$ cat src/rtl/rxfmt_pkg.sv
package rxfmt_pkg;
  localparam int MAX_BITS = 8;
  localparam int MIN_BITS = 5;
  localparam int OVS      = 16;

  typedef struct packed {
    logic clrAcc;   // start confirmed: clear parity accumulator
    logic shift;    // mid data bit: shift sample in
    logic takePar;  // mid parity bit: capture it
    logic finish;   // mid stop bit: deliver character
  } rxStrobeT;
endpackage

$ cat src/rtl/rxfmt_ctrl.sv
module rxfmt_ctrl
  import rxfmt_pkg::*;
(
  input  logic           clk,
  input  logic           rstN,
  input  logic           ovsTick,
  input  logic           rxEnable,
  input  logic           parEn,
  input  logic [1:0]     lenCode,
  input  logic           serBit,
  input  logic           serFall,
  output rxStrobeT       strobes
);
  localparam int CNT_W = $clog2(OVS);
  localparam int BIT_W = $clog2(MAX_BITS);
  localparam logic [CNT_W-1:0] MID_CNT  = CNT_W'(OVS / 2 - 1);
  localparam logic [CNT_W-1:0] LAST_CNT = CNT_W'(OVS - 1);

  typedef enum logic [2:0] {S_IDLE, S_START, S_DATA, S_PAR, S_STOP} stateT;

  stateT            state;
  logic [CNT_W-1:0] tickCnt;
  logic [BIT_W-1:0] bitCnt;
  logic [BIT_W-1:0] lastBit;
  logic             atMid;
  logic             atEnd;

  assign lastBit = BIT_W'(MIN_BITS - 1) + BIT_W'(lenCode);
  assign atMid   = ovsTick && (tickCnt == MID_CNT);
  assign atEnd   = ovsTick && (tickCnt == LAST_CNT);

  always_ff @(posedge clk) begin
    if (!rstN || !rxEnable) begin
      state   <= S_IDLE;
      tickCnt <= '0;
      bitCnt  <= '0;
    end else begin
      unique case (state)
        S_IDLE: begin
          tickCnt <= '0;
          if (serFall) state <= S_START;
        end
        S_START: begin
          if (atMid) begin
            tickCnt <= '0;
            bitCnt  <= '0;
            state   <= serBit ? S_IDLE : S_DATA;
          end else if (ovsTick) begin
            tickCnt <= tickCnt + 1'b1;
          end
        end
        S_DATA: begin
          if (atEnd) begin
            tickCnt <= '0;
            if (bitCnt == lastBit) state <= parEn ? S_PAR : S_STOP;
            else                   bitCnt <= bitCnt + 1'b1;
          end else if (ovsTick) begin
            tickCnt <= tickCnt + 1'b1;
          end
        end
        S_PAR: begin
          if (atEnd) begin
            tickCnt <= '0;
            state   <= S_STOP;
          end else if (ovsTick) begin
            tickCnt <= tickCnt + 1'b1;
          end
        end
        S_STOP: begin
          if (atEnd) begin
            tickCnt <= '0;
            state   <= S_IDLE;
          end else if (ovsTick) begin
            tickCnt <= tickCnt + 1'b1;
          end
        end
        default: state <= S_IDLE;
      endcase
    end
  end

  always_comb begin
    strobes         = '0;
    strobes.clrAcc  = rxEnable && (state == S_START) && atMid && !serBit;
    strobes.shift   = rxEnable && (state == S_DATA)  && atEnd;
    strobes.takePar = rxEnable && (state == S_PAR)   && atEnd;
    strobes.finish  = rxEnable && (state == S_STOP)  && atEnd;
  end
endmodule

$ cat src/rtl/rxfmt_dpath.sv
module rxfmt_dpath
  import rxfmt_pkg::*;
(
  input  logic                clk,
  input  logic                rstN,
  input  logic                serIn,
  input  logic [1:0]          lenCode,
  input  logic                parEn,
  input  logic                parOdd,
  input  rxStrobeT            strobes,
  output logic                serBit,
  output logic                serFall,
  output logic [MAX_BITS-1:0] rxData,
  output logic                rxParErr,
  output logic                rxFrmErr,
  output logic                rxValid
);
  localparam int SH_W = $clog2(MAX_BITS);

  logic                serMeta;
  logic                serPrev;
  logic [MAX_BITS-1:0] shReg;
  logic                parAcc;
  logic                parBit;
  logic [SH_W-1:0]     alignSh;
  logic [MAX_BITS-1:0] aligned;

  assign serFall = serPrev && !serBit;
  assign alignSh = SH_W'(MAX_BITS - MIN_BITS) - SH_W'(lenCode);
  assign aligned = shReg >> alignSh;

  always_ff @(posedge clk) begin
    if (!rstN) begin
      serMeta <= 1'b1;
      serBit  <= 1'b1;
      serPrev <= 1'b1;
    end else begin
      serMeta <= serIn;
      serBit  <= serMeta;
      serPrev <= serBit;
    end
  end

  always_ff @(posedge clk) begin
    if (!rstN) begin
      shReg    <= '0;
      parAcc   <= 1'b0;
      parBit   <= 1'b0;
      rxData   <= '0;
      rxParErr <= 1'b0;
      rxFrmErr <= 1'b0;
      rxValid  <= 1'b0;
    end else begin
      rxValid <= 1'b0;
      if (strobes.clrAcc) parAcc <= 1'b0;
      if (strobes.shift) begin
        shReg  <= {serBit, shReg[MAX_BITS-1:1]};
        parAcc <= parAcc ^ serBit;
      end
      if (strobes.takePar) parBit <= serBit;
      if (strobes.finish) begin
        rxData   <= aligned;
        rxParErr <= parEn && ((parAcc ^ parBit) != parOdd);
        rxFrmErr <= !serBit;
        rxValid  <= 1'b1;
      end
    end
  end
endmodule

$ cat src/rtl/rxfmt_top.sv
module rxfmt_top
  import rxfmt_pkg::*;
(
  input  logic                clk,
  input  logic                rstN,
  input  logic                ovsTick,
  input  logic [1:0]          lenCode,
  input  logic                parEn,
  input  logic                parOdd,
  input  logic                rxEnable,
  input  logic                serIn,
  output logic [MAX_BITS-1:0] rxData,
  output logic                rxParErr,
  output logic                rxFrmErr,
  output logic                rxValid
);
  rxStrobeT strobes;
  logic     serBit;
  logic     serFall;

  rxfmt_ctrl u_ctrl (
    .clk      (clk),
    .rstN     (rstN),
    .ovsTick  (ovsTick),
    .rxEnable (rxEnable),
    .parEn    (parEn),
    .lenCode  (lenCode),
    .serBit   (serBit),
    .serFall  (serFall),
    .strobes  (strobes)
  );

  rxfmt_dpath u_dpath (
    .clk      (clk),
    .rstN     (rstN),
    .serIn    (serIn),
    .lenCode  (lenCode),
    .parEn    (parEn),
    .parOdd   (parOdd),
    .strobes  (strobes),
    .serBit   (serBit),
    .serFall  (serFall),
    .rxData   (rxData),
    .rxParErr (rxParErr),
    .rxFrmErr (rxFrmErr),
    .rxValid  (rxValid)
  );
endmodule

$ cat config.mk
export PLATFORM = sky130hd
export DESIGN_NAME = rxfmt_top
export DESIGN_NICKNAME = d
export VERILOG_FILES = /design/src/rtl/rxfmt_pkg.sv /design/src/rtl/rxfmt_ctrl.sv /design/src/rtl/rxfmt_dpath.sv /design/src/rtl/rxfmt_top.sv
export SDC_FILE = /design/constraint.sdc
export NUM_CORES = 1
export LEC_CHECK = 0
export ABC_CLOCK_PERIOD_IN_PS = 2600
export BUFFER_PORTS_ARGS = -buffer_cell sky130_fd_sc_hd__buf_2
export CAP_MARGIN = 30
export CELL_PAD_IN_SITES_DETAIL_PLACEMENT = 0
export CELL_PAD_IN_SITES_GLOBAL_PLACEMENT = 1
export CORE_MARGIN = 5
export CORE_UTILIZATION = 47
export CTS_CLUSTER_DIAMETER = 50
export DETAILED_ROUTE_END_ITERATION = 12
export PLACE_DENSITY_LB_ADDON = 0.1
export SLEW_MARGIN = 20
export SYNTH_ARGS = -nofsm -noshare
export SYNTH_HDL_FRONTEND = slang
export SYNTH_SLANG_ARGS = --single-unit
$ cat constraint.sdc
create_clock -name clk -period 2.6 [get_ports clk]
set_input_delay 0.52 -clock clk [delete_from_list [all_inputs] [get_ports clk]]
set_output_delay 0.52 -clock clk [all_outputs]
set_load 0.005 [all_outputs]
### After elaboration in Yosys (flattened, before gate mapping)

Cells that the tools add are included.

* mux-type cells: 20
* reductions and logical operators: 24
* bitwise operators: 2
* shifts and indexed selects: 1
* add/sub/neg operators: 4
* eq/ne operators: 15

Operators by type and width (count)
* $mux W3: 10
* $pmux W3 S5: 1
* $logic_and A1 B1 Y1: 13
* $mux W4: 3
* $pmux W4 S3: 1
* $ne A2 B1 Y1 const B: 5
* $shr A8 B3 Y8: 1
* $eq A3 B2 Y1 const B: 2
* $pmux W3 S2: 1
* $reduce_and A6 Y1: 1
* $add A4 B1 Y4 const B: 1
* $eq A4 B3 Y1 const B: 1
* $eq A4 B4 Y1 const B: 1
* $ne A2 B2 Y1 const B: 2
* $reduce_and A4 Y1: 1
* $reduce_bool A2 Y1: 2
* $add A3 B1 Y3 const B: 1
* $add A3 B2 Y3 const A: 1
* $eq A3 B1 Y1 const B: 1
* $eq A3 B3 Y1: 1
* $eq A3 B3 Y1 const B: 1
* $logic_not A1 Y1: 3
* $logic_not A3 Y1: 1
* $mux W1: 3
* other kinds (7): 8

* logic and storage cells: 79
* bits in registers: 34
* output and inout port bits: 11
* input port bits: 9

### Depth between registers and ports, before layout

Gate-level depths: netlist of run 1.

* depth in word-level cells: 6
* gate-level depth with buffers: 7
* gate-level depth less buffers: 5

### Modules after synthesis

Synthesis of run 1 repeated with hierarchy kept, for this count alone.

* cells, all modules: 192
* area total of the unflattened synthesis: 1784.2 um2

Modules (own cells, without submodules)
* rxfmt_dpath: cells an instance 95, seq. area each 480.5 um2, instances 1, area an instance 1026.0 um2
* rxfmt_ctrl: cells an instance 97, seq. area each 200.2 um2, instances 1, area an instance 758.2 um2

### Least setup slack after synthesis of run 1

OpenSTA, ideal clock, no wires.

* path kind: input-to-reg
* from: in lenCode[1]
* to: reg u_ctrl.state[0]
* path slack: 0.946 ns
* data required time: 2.476 ns
* setup time: 0.124 ns
* data arrival time: 1.531 ns
* cell stages on the path: 5
* path buffers: 1
* path through: buf_6 > xor2_2 > or4_4 > o2bb2ai_2 > mux2i_1

* longest elaborated chain between the ends: 4

Ends and longest elaborated chain
* start, declared: RTL line rxfmt_top.sv:7 `input logic [1:0] lenCode,`
* $add A3 B2 Y3: RTL line rxfmt_ctrl.sv:28 `assign lastBit = BIT_W'(MIN_BITS - 1) + BIT_W'(lenCode);`
* $eq A3 B3 Y1: RTL line rxfmt_ctrl.sv:55 `if (bitCnt == lastBit) state <= parEn ? S_PAR : S_STOP;`
* $ne A2 B1 Y1 (no line)
* $reduce_and A6 Y1 (no line)
* end signal, assigned: RTL line rxfmt_ctrl.sv:47 `state <= serBit ? S_IDLE : S_DATA;`
* end signal, assigned: RTL line rxfmt_ctrl.sv:55
* end, declared: RTL line rxfmt_ctrl.sv:21 `stateT state;`

No other way between the ends.
A chain may end at the register's enable or synchronous reset.

### Final worst setup path of run 1

* from: reg u_ctrl.tickCnt[0]
* to: reg u_dpath.parAcc

* longest elaborated chain between the ends: 5
* elaborated cells between the ends (all ways): 9
* those cells by class: eq/ne (2); mux (1); reduce/logical (6)

Ends and longest elaborated chain
* start, declared: RTL line rxfmt_ctrl.sv:22 `logic [CNT_W-1:0] tickCnt;`
* start signal, assigned: RTL line rxfmt_ctrl.sv:49 `tickCnt <= tickCnt + 1'b1;`
* start signal, assigned: RTL line rxfmt_ctrl.sv:58 `tickCnt <= tickCnt + 1'b1;`
* start signal, assigned: RTL line rxfmt_ctrl.sv:66 `tickCnt <= tickCnt + 1'b1;`
* $eq A4 B3 Y1: RTL line rxfmt_ctrl.sv:29 `assign atMid = ovsTick && (tickCnt == MID_CNT);`
* $logic_and A1 B1 Y1: RTL line rxfmt_ctrl.sv:29
* $logic_and A1 B1 Y1 (2 in series): RTL line rxfmt_ctrl.sv:84 `strobes.clrAcc = rxEnable && (state == S_START) && atMid && !serBit;`
* $reduce_bool A2 Y1 (no line)
* end signal, assigned: RTL line rxfmt_dpath.sv:58 `parAcc <= parAcc ^ serBit;`
* end, declared: RTL line rxfmt_dpath.sv:23 `logic parAcc;`

Parallel ways exist; a longest one is shown, timed or not.

==> results of run 1 <==
## worst register-to-register path: stages (launching register included)
cell,delay [ps]
dfxtp_1,370
ha_1,260
and4_1,390
nand3_2,290
xor2_1,230
a211oi_1,230
## final cells by class
cell class / instances / share of cell area [%]
Tap cell: 48 / 3.11
Clock buffer: 7 / 4.47
Sequential cell: 34 / 35.3
Timing Repair Buffer: 19 / 4.93
Multi-Input combinational cell: 143 / 51.0
Clock inverter: 1 / 0.259
Inverter: 5 / 0.972
## through the flow
step	setup WS, ps	util (%)	hold slack [ps]	std cells	cell area (um2)
detailed placement	702	50.2	407	249	1840
global route	539	52.7	439	257	1930
finish	748	52.7	411	257	1930
CTS	733	52.7	418	257	1930
floorplan	946	-	386	195	1780
global placement	741	50.2	394	249	1840
## cells by family after synthesis
| family | count (synthesis) | synth area share, % |
|---|---|---|
| compound gates | 33 | 12.1 |
| mux | 22 | 14.3 |
| xor+xnor | 8 | 4.35 |
| simple gates | 78 | 23.1 |
| flops | 34 | 38.2 |
| buf+inv | 18 | 6.53 |
| fa+ha+maj | 2 | 1.40 |
## state kept, by name (all words and copies together) (netlist names), 3 cells and up
| name | count |
|---|---|
| u_ctrl.state | 3 |
| u_dpath.rxData | 8 |
| u_ctrl.tickCnt | 4 |
| u_dpath.shReg | 8 |
| u_ctrl.bitCnt | 3 |
## where the power goes
group / switching (mW) / internal (mW) / leakage, nW / total [mW]
combinational: 0.0267 / 0.0168 / 0.492 / 0.0436
sequential: 0.00407 / 0.524 / 0.274 / 0.528
clock: 0.178 / 0.213 / 0.0482 / 0.392
total: 0.209 / 0.754 / 0.814 / 0.963
## cell usage in the layout, fill, tap and decap left out, drive strengths merged, types with 3 or more instances in the layout
cell    synthesis  layout
nand3           9       9
xor2            6       6
a21oi          16      16
buf            11      19
nand2b          5       5
mux2i          19      19
or4             4       4
dfxtp          34      34
a211oi          3       3
nor2           14      14
and4            3       3
inv             5       5
clkbuf          2       7
nand2          29      29
o21ai           4       4
nand4           3       3
## path summary, 6_finish.rpt
check	startpoint	to	slack, ps
max	u_ctrl.tickCnt[0]	u_dpath.parAcc	750
min	u_dpath.serMeta	u_dpath.serBit	410
max reg2reg	u_ctrl.tickCnt[0]	u_dpath.parAcc	750
min reg2reg	u_dpath.serMeta	u_dpath.serBit	410
## layer usage
| layer | share of wire, % | global-route usage [%] | vias to the layer above |
|---|---|---|---|
| met1 | 51 | 20.4 | 636 |
| met4 | 0.98 | 4.80 | 0 |
| met2 | 42 | 21.0 | 30 |
| li1 | - | - | 717 |
| met5 | 0 | 0 | - |
| met3 | 5.9 | 5.33 | 4 |
==> flow_summary.ini, run 1 <==
[status]
outcome = finished, final reports clean

[clocking]
cts.sinks = 34
clkTransAtPathRegs_ps = 70
cts_root_buf = clkbuf_8
clk_path_buf_depth = 2
h-tree-depth = 2
clock_latency_ps = 280
holdBufCountCts = 0
cts_tree = built
cts_buffers = 5
post-cts-setup-buffers = 0
cts-resized-gates = 0

[logic_synthesis]
synthMostInstantiatedCell = dfxtp_1
syn_nets = 206
yosysSeqAreaShare_pct = 38.2
synth_edf_count = 0
synthTopCellsByCount = dfxtp_1 (34), nand2_1 (29), mux2i_1 (19)
synthCells = 195
yosysWarnings = 0
synth.area.top_cells = dfxtp_1 (38%), mux2i_1 (11%), nand2_1 (6.1%)
synth_top_area_cell = dfxtp_1
synthFlopType = dfxtp_1
synth.distinct_cells = 43
syn_area_um2 = 1780
synth_async_sr_flop_share_pct = 0
synth_seq_cells = 34
avgSynthCellArea_um2 = 9.14
yosysTopAreaCellShare_pct = 38.2

[timing]
slew_viol_final = 0
finClkSkew_ps = 7.12
setup_viol = 0
tightest_slew_ps = 598
tns_ps = 0
rsz0062_at_grt = false
clock.fmax_mhz = 540
min_period_over_period_pct = 71.2
period_minus_slack_ps = 1850
maxSlewHeadroom_pct = 60.1
hold_viol = 0

[power]
ir_worst_vdd_v = 0.000327
leakagePower_nw = 0.814
powerDensity_nw_per_um2 = 499
totalPowerFinal_mw = 0.963

[die]
die_area_um2 = 5120
die_y_um = 71.6
die_x_um = 71.6
rows = 22
core-area_um2 = 3660
start_util_pct = 48.7
io_pins = 20

[route]
drc = 0
drt-pass1-iter-count = 4
drt-initial-drc-count = 82
postRouteAntennaNets = 0
avgRoutedWirePerCell_um = 13.2
viasPerCell = 5.40
dr_total_vias = 1387
finalWirelength_um = 3380

[worst_setup_path]
crit_path_cell_trace = ha_1 -> and4_1 -> nand3_2 -> xor2_1 -> a211oi_1
worstSetupPathType = reg -> reg
crit_buf_inv = 0
cpPeakStageDelay_ps = 380
worstSetupStartpointType = register
arrival_ps = 2050
cp-end-kind = register
worst_r2r_path_depth = 5
crit_family = simple AND/OR/NAND/NOR gates
critical_path_depth = 5
worst_ep_required_time_ps = 2790
worstPathMaxFanout = 9
slowest_stage = and4_1

[global_route]
grt_overflow = 0
grt_max_degree = 22
grt_use_total_pct = 14.7
grt_pass1_wl_um = 5950
antenna_found_initial = 0
first_global_vias = 1312

[placed_design]
gp_routability_congestion = 0.809
post-dp-hpwl_um = 2500
io_buffers = 19

[final_layout]
nFillCells = 360
diodes = 0
layout-drive-gt1-share_pct = 17.2
multi_input_area_um2 = 985
fin_nets = 219
area_growth_pct = 8.36
regArea_um2 = 681

[run]
maxCapViolCount = 0

[worst_hold_path]
hp-class = reg -> reg
whs_path_depth = 1
No activity file was read; power rests on OpenSTA's default activity.
==> run 2: changes to the inputs <==
--- a/config.mk
+++ b/config.mk
@@ -5,13 +5,13 @@
 export SDC_FILE = /design/constraint.sdc
 export NUM_CORES = 1
 export LEC_CHECK = 0
-export ABC_CLOCK_PERIOD_IN_PS = 2600
+export ABC_CLOCK_PERIOD_IN_PS = 1480
 export BUFFER_PORTS_ARGS = -buffer_cell sky130_fd_sc_hd__buf_2
 export CAP_MARGIN = 30
 export CELL_PAD_IN_SITES_DETAIL_PLACEMENT = 0
 export CELL_PAD_IN_SITES_GLOBAL_PLACEMENT = 1
 export CORE_MARGIN = 5
-export CORE_UTILIZATION = 47
+export CORE_UTILIZATION = 40
 export CTS_CLUSTER_DIAMETER = 50
 export DETAILED_ROUTE_END_ITERATION = 12
 export PLACE_DENSITY_LB_ADDON = 0.1
==> constraint.sdc (replaced) <==
create_clock -name clk -period 1.48 [get_ports clk]
set_input_delay 0.296 -clock clk [delete_from_list [all_inputs] [get_ports clk]]
set_output_delay 0.296 -clock clk [all_outputs]
set_load 0.005 [all_outputs]
==> run 2 against run 1 <==
Net effect: combinational power grew to 2.5 times the previous value; sequential share of layout area is 6.3 points lower; register-to-register slack worse by 730 ps; largest power group is now clock.
==> flow_summary.ini, run 2 (synthesis results as in run 1) <==
[status]
outcome = finished, final reports clean

[worst_setup_path]
slowest_stage = or4_4
worstSetupPathType = reg -> reg
worstPathMaxFanout = 3
crit_path_cell_trace = xor2_2 -> or4_4 -> o2bb2ai_4 -> o22ai_1
arrival_ps = 1670
cp-end-kind = register
worst_ep_required_time_ps = 1690
cpPeakStageDelay_ps = 510
worstSetupStartpointType = register

[power]
leakagePower_nw = 1.04
ir_worst_vdd_v = 0.000512
powerDensity_nw_per_um2 = 867

[clocking]
holdBufCountCts = 0
cts_root_buf = clkbuf_8
clock_latency_ps = 290
cts_buffers = 5
cts.sinks = 34
cts_tree = built
clkTransAtPathRegs_ps = 70
clk_path_buf_depth = 2
h-tree-depth = 2

[timing]
layout_setup_ws_ps = 16.7
clock.fmax_mhz = 683
tns_ps = 0
hold_viol = 0
min_period_over_period_pct = 98.9
setup_viol = 0
finClkSkew_ps = 7.46
period_minus_slack_ps = 1460
tightest_slew_ps = 353
slew_viol_final = 0
maxSlewHeadroom_pct = 76.4
rsz0062_at_grt = true

[route]
dr_total_vias = 1529
wl_met2_um = 1990
wl_met3_um = 165
finalWirelength_um = 4260
wl_met1_um = 2060
viasPerCell = 5.18
postRouteAntennaNets = 0
drc = 0
top_layer = met4
drt-pass1-iter-count = 4
avgRoutedWirePerCell_um = 14.4
drt-initial-drc-count = 57

[global_route]
grt_max_degree = 22
first_global_vias = 1523
grt_overflow = 0
grt_use_total_pct = 14.5
antenna_found_initial = 0
grt_pass1_wl_um = 7020

[die]
die_y_um = 76.7
die_x_um = 76.7
io_pins = 20
core-area_um2 = 4320
rows = 24
die_area_um2 = 5890
start_util_pct = 41.2

[final_layout]
layout-drive-gt1-share_pct = 37.9
fin_cells = 295
fin_util_pct = 55.8
fin_nets = 253
largestRegisters = u_dpath.rxData (8), u_dpath.shReg (8), u_ctrl.tickCnt (4)
diodes = 0
final_cell_area_um2 = 2410
area_growth_pct = 35.5
final_common_cell = nand2_1
layout_common_cells = nand2_1 (29), buf_4 (28), dfxtp_1 (25)

[placed_design]
place_ws_ps = -90.1
place_inst = 282
io_buffers = 19
post-dp-hpwl_um = 3110
placed_area_um2 = 2080
gp_routability_congestion = 0.865

[worst_hold_path]
hp-class = in -> reg

[run]
maxCapViolCount = 0
-- run 2: changes by cell type in the layout (fill, tap and decap cells not counted), moves of 2 or more --
cell | previous run | this run
buf_4 | 0 | 28
buf_6 | 0 | 5
bufinv_16 | 0 | 2
dfxtp_1 | 34 | 25
dfxtp_2 | 0 | 6
dfxtp_4 | 0 | 3
o21ai_0 | 4 | 2
o21ai_1 | 0 | 2
o221ai_1 | 2 | 0
o221ai_2 | 0 | 2
-- run 2: final timing paths --
| kind | startpoint | to | slack, ps | cells after the start |
|---|---|---|---|---|
| hold reg to reg | u_dpath.serMeta | u_dpath.serBit | 420 | 1 |
| hold / removal | serIn | u_dpath.serMeta | 200 | 2 |
| setup reg to reg | u_ctrl.bitCnt[1] | u_ctrl.state[2] | 20 | 4 |
| setup / recovery | u_ctrl.bitCnt[1] | u_ctrl.state[2] | 20 | 4 |
-- run 2: critical path: cells and delay by family (launching register included) --
kind / cells / cell delay [ps]
flip-flops: 1 / 350
AND/OR/NAND/NOR: 1 / 510
XOR/XNOR: 1 / 200
AO/OA/AOI/OAI: 2 / 320
-- run 2: layout make-up --
| cell class | count | area, um2 |
|---|---|---|
| multi-input combinational | 143 | 1110 |
| inverter | 5 | 18.8 |
| clock buffer | 6 | 82.6 |
| sequential | 34 | 699 |
| clock inverter | 2 | 60.1 |
| timing repair buffer | 53 | 382 |
| fill | 401 | 1910 |
| tap | 52 | 65.1 |
-- run 2: stage by stage --
stage                     hold WS (ps)  power, mW
final                              197       2.09
after global routing               202       2.17
after CTS                          192       2.11
after detailed placement           412       1.04
after global placement             394       1.04
after floorplan                    365       1.00
-- run 2: timing repair --
| action | 4_1_cts | 5_1_grt |
|---|---|---|
| setup buffers | 0 | 5 |
| cloned | 0 | 0 |
| pin swaps | 3 | 14 |
| gates resized for setup | 11 | 27 |
| endpoints found under the setup margin | 16 | 23 |
-- run 2: power by group --
part	switching (mW)	internal, mW	total [mW]
Sequential	0.00589	0.915	0.921
Clock	0.342	0.718	1.06
Combinational	0.0610	0.0503	0.111
-- run 2: metal layers --
metal  vias up  global-route usage (%)
li1        783                       -
met1       723                    18.9
met2        18                    22.4
met3         5                    5.04
met4         0                    4.90
met5         -                       0
==> run 3: changes to the inputs <==
--- a/config.mk
+++ b/config.mk
@@ -14,8 +14,10 @@
 export CORE_UTILIZATION = 40
 export CTS_CLUSTER_DIAMETER = 50
 export DETAILED_ROUTE_END_ITERATION = 12
+export MAX_ROUTING_LAYER = met4
 export PLACE_DENSITY_LB_ADDON = 0.1
 export SLEW_MARGIN = 20
 export SYNTH_ARGS = -nofsm -noshare
 export SYNTH_HDL_FRONTEND = slang
+export SYNTH_HIERARCHICAL = 1
 export SYNTH_SLANG_ARGS = --single-unit
==> run 3 against run 2 <==
Net effect: the run now ends with setup timing left; final area rose by 0.88%; critical path type unchanged; worst hold slack got worse by 4.3 ps; register-to-register slack got worse by 50 ps; die area rose by 0.12%; total power fell by 10%; synthesized area rose by 0.14%; count of clock-buffer cells in the layout did not move.
==> flow_summary.ini, run 3 <==
[status]
outcome = finished, violations left
violations = setup timing

[logic_synthesis]
synth_seq_cells = 34
synthTopCellsByCount = dfxtp_1 (34), mux2i_1 (17), nor2b_1 (14)
synth.area.top_cells = dfxtp_1 (38%), mux2i_1 (9.5%), nor2b_1 (4.9%)
yosysWarnings = 6
synth.distinct_cells = 52
yosysTopAreaCellShare_pct = 38.1
avgSynthCellArea_um2 = 9.29
synthMostInstantiatedCell = dfxtp_1
synth_async_sr_flop_share_pct = 0
syn_nets = 203
synth_edf_count = 0
yosysSeqAreaShare_pct = 38.1
synthFlopType = dfxtp_1
synthCells = 192
synth_top_area_cell = dfxtp_1
syn_area_um2 = 1780

[die]
start_util_pct = 41.0
die_area_um2 = 5900
die_y_um = 76.8
die_x_um = 76.8
rows = 24
core-area_um2 = 4350
io_pins = 20

[timing]
layout_setup_ws_ps = -35.5
whs_ps = 193
period_minus_slack_ps = 1520
rsz0062_at_grt = true
clock.fmax_mhz = 660
maxSlewHeadroom_pct = 80.2
hold_viol = 0
setup_viol = 2
slew_viol_final = 0
finClkSkew_ps = 3.22
min_period_over_period_pct = 102
tightest_slew_ps = 295

[route]
avgRoutedWirePerCell_um = 15.2
drt-initial-drc-count = 99
drc = 0
viasPerCell = 5.46
dr_total_vias = 1605
finalWirelength_um = 4460
postRouteAntennaNets = 0
drt-pass1-iter-count = 4

[final_layout]
regArea_um2 = 693
fin_nets = 252
area_growth_pct = 36.5
multi_input_area_um2 = 1160
layout-drive-gt1-share_pct = 39.3
largestRegisters = u_dpath/rxData (8), u_dpath/shReg (8), u_ctrl/tickCnt (4)
layout_common_cells = buf_4 (28), dfxtp_1 (26), buf_2 (19)
fin_util_pct = 55.9
final_cell_area_um2 = 2430
diodes = 0
nFillCells = 382
fin_cells = 294
final_common_cell = buf_4

[clocking]
cts_root_buf = clkbuf_8
clkTransAtPathRegs_ps = 70
cts_buffers = 5
holdBufCountCts = 0
h-tree-depth = 2
cts_tree = built
clock_latency_ps = 280
cts.sinks = 34
clk_path_buf_depth = 2

[worst_setup_path]
worstPathMaxFanout = 5
cp-end-kind = register
worst_ep_required_time_ps = 1690
rr_endpoint = u_dpath/rxData[3]
worstSetupStartpointType = register
worst_r2r_path_depth = 7
worstSetupPathType = reg -> reg
r2r_start = u_ctrl/tickCnt[0]
arrival_ps = 1720
reg2reg_slack_ps = -40

[global_route]
antenna_found_initial = 0
grt_use_total_pct = 15.6
grt_overflow = 0
first_global_vias = 1674
grt_max_degree = 18
grt_pass1_wl_um = 7430

[placed_design]
gp_routability_congestion = 0.882
place_inst = 282
io_buffers = 19
post-dp-hpwl_um = 3110
placed_area_um2 = 2110

[worst_hold_path]
hold_start = serIn
whs_path_depth = 2
hp-class = in -> reg
whs_endpoint = u_dpath/serMeta

[power]
leakagePower_nw = 0.929
powerDensity_nw_per_um2 = 771
ir_worst_vdd_v = 0.000569

[run]
maxCapViolCount = 0
run 3: cell families (layout without fill, tap and decap cells):
family | Yosys count | in the layout | share of synthesized area [%]
AND/OR/NAND/NOR | 78 | 78 | 25.4
AO/OA/AOI/OAI | 39 | 39 | 16.3
flip-flops | 34 | 34 | 38.1
multiplexers | 18 | 18 | 10.4
buffers and inverters | 16 | 66 | 5.05
XOR/XNOR | 4 | 4 | 2.81
adder cells (fa/ha/maj) | 3 | 3 | 1.96
run 3: how the worst max path moves through the flow:
stage                      startpoint                 to  slack (ps)  cells after the start
floorplan           u_ctrl/tickCnt[1]  u_dpath/rxData[3]          20                      8
global placement           lenCode[1]   u_ctrl/bitCnt[0]         -90                      5
detailed placement         lenCode[1]   u_ctrl/bitCnt[0]        -120                      5
CTS                 u_ctrl/tickCnt[0]   u_dpath/shReg[1]         -80                      7
global route        u_ctrl/tickCnt[0]  u_dpath/rxData[3]        -100                      7
finish              u_ctrl/tickCnt[0]  u_dpath/rxData[3]         -40                      7
run 3: timing repair:
action                     in CTS  in global routing
gates cloned                    1                  1
buffers inserted                0                  2
resized for setup              27                 18
pin swaps                      13                 16
setup endpoints to repair      26                 21
run 3: area by class of cell:
class	count	area share [%]
multi-input combinational	142	47.5
sequential	34	28.5
timing repair buffer	53	16.0
clock buffer	6	2.98
tap	52	2.67
clock inverter	2	1.54
inverter	5	0.771
run 3: layer usage:
metal	vias to the layer above	track usage, %	part of all wire [%]	wire length (um)
met1	755	18.0	43	1930
met4	0	7.52	2.2	99
met3	10	3.40	3.8	169
met5	-	-	0	0
li1	803	-	-	-
met2	37	25.6	51	2260
run 3: report_power, final:
part	internal (mW)	switching, mW	leakage (nW)	total (mW)
clock	0.503	0.355	0.0514	0.858
sequential	0.916	0.00390	0.279	0.920
combinational	0.0473	0.0527	0.599	0.100
run 3: worst max-delay path, stage by stage (launching register included):
cell and delay [ps]:
dfxtp_2 350, ha_4 130, and4_4 220, nand2_4 70, nor2_4 140, nand3b_1 230, nand2b_4 210, o211ai_1 90
run 3: metrics by stage:
| stage | setup TNS (ps) | setup slack (ps) | total power [mW] |
|---|---|---|---|
| 6_report | -40.2 | -35.5 | 1.88 |
| 5_1_grt | -1100 | -100 | 1.94 |
| 4_1_cts | -508 | -77.7 | 1.90 |
| 3_5_place_dp | -1600 | -115 | 1.04 |
| 3_3_place_gp | -757 | -94.8 | 1.04 |
| 2_1_floorplan | 0 | 24.4 | 0.988 |
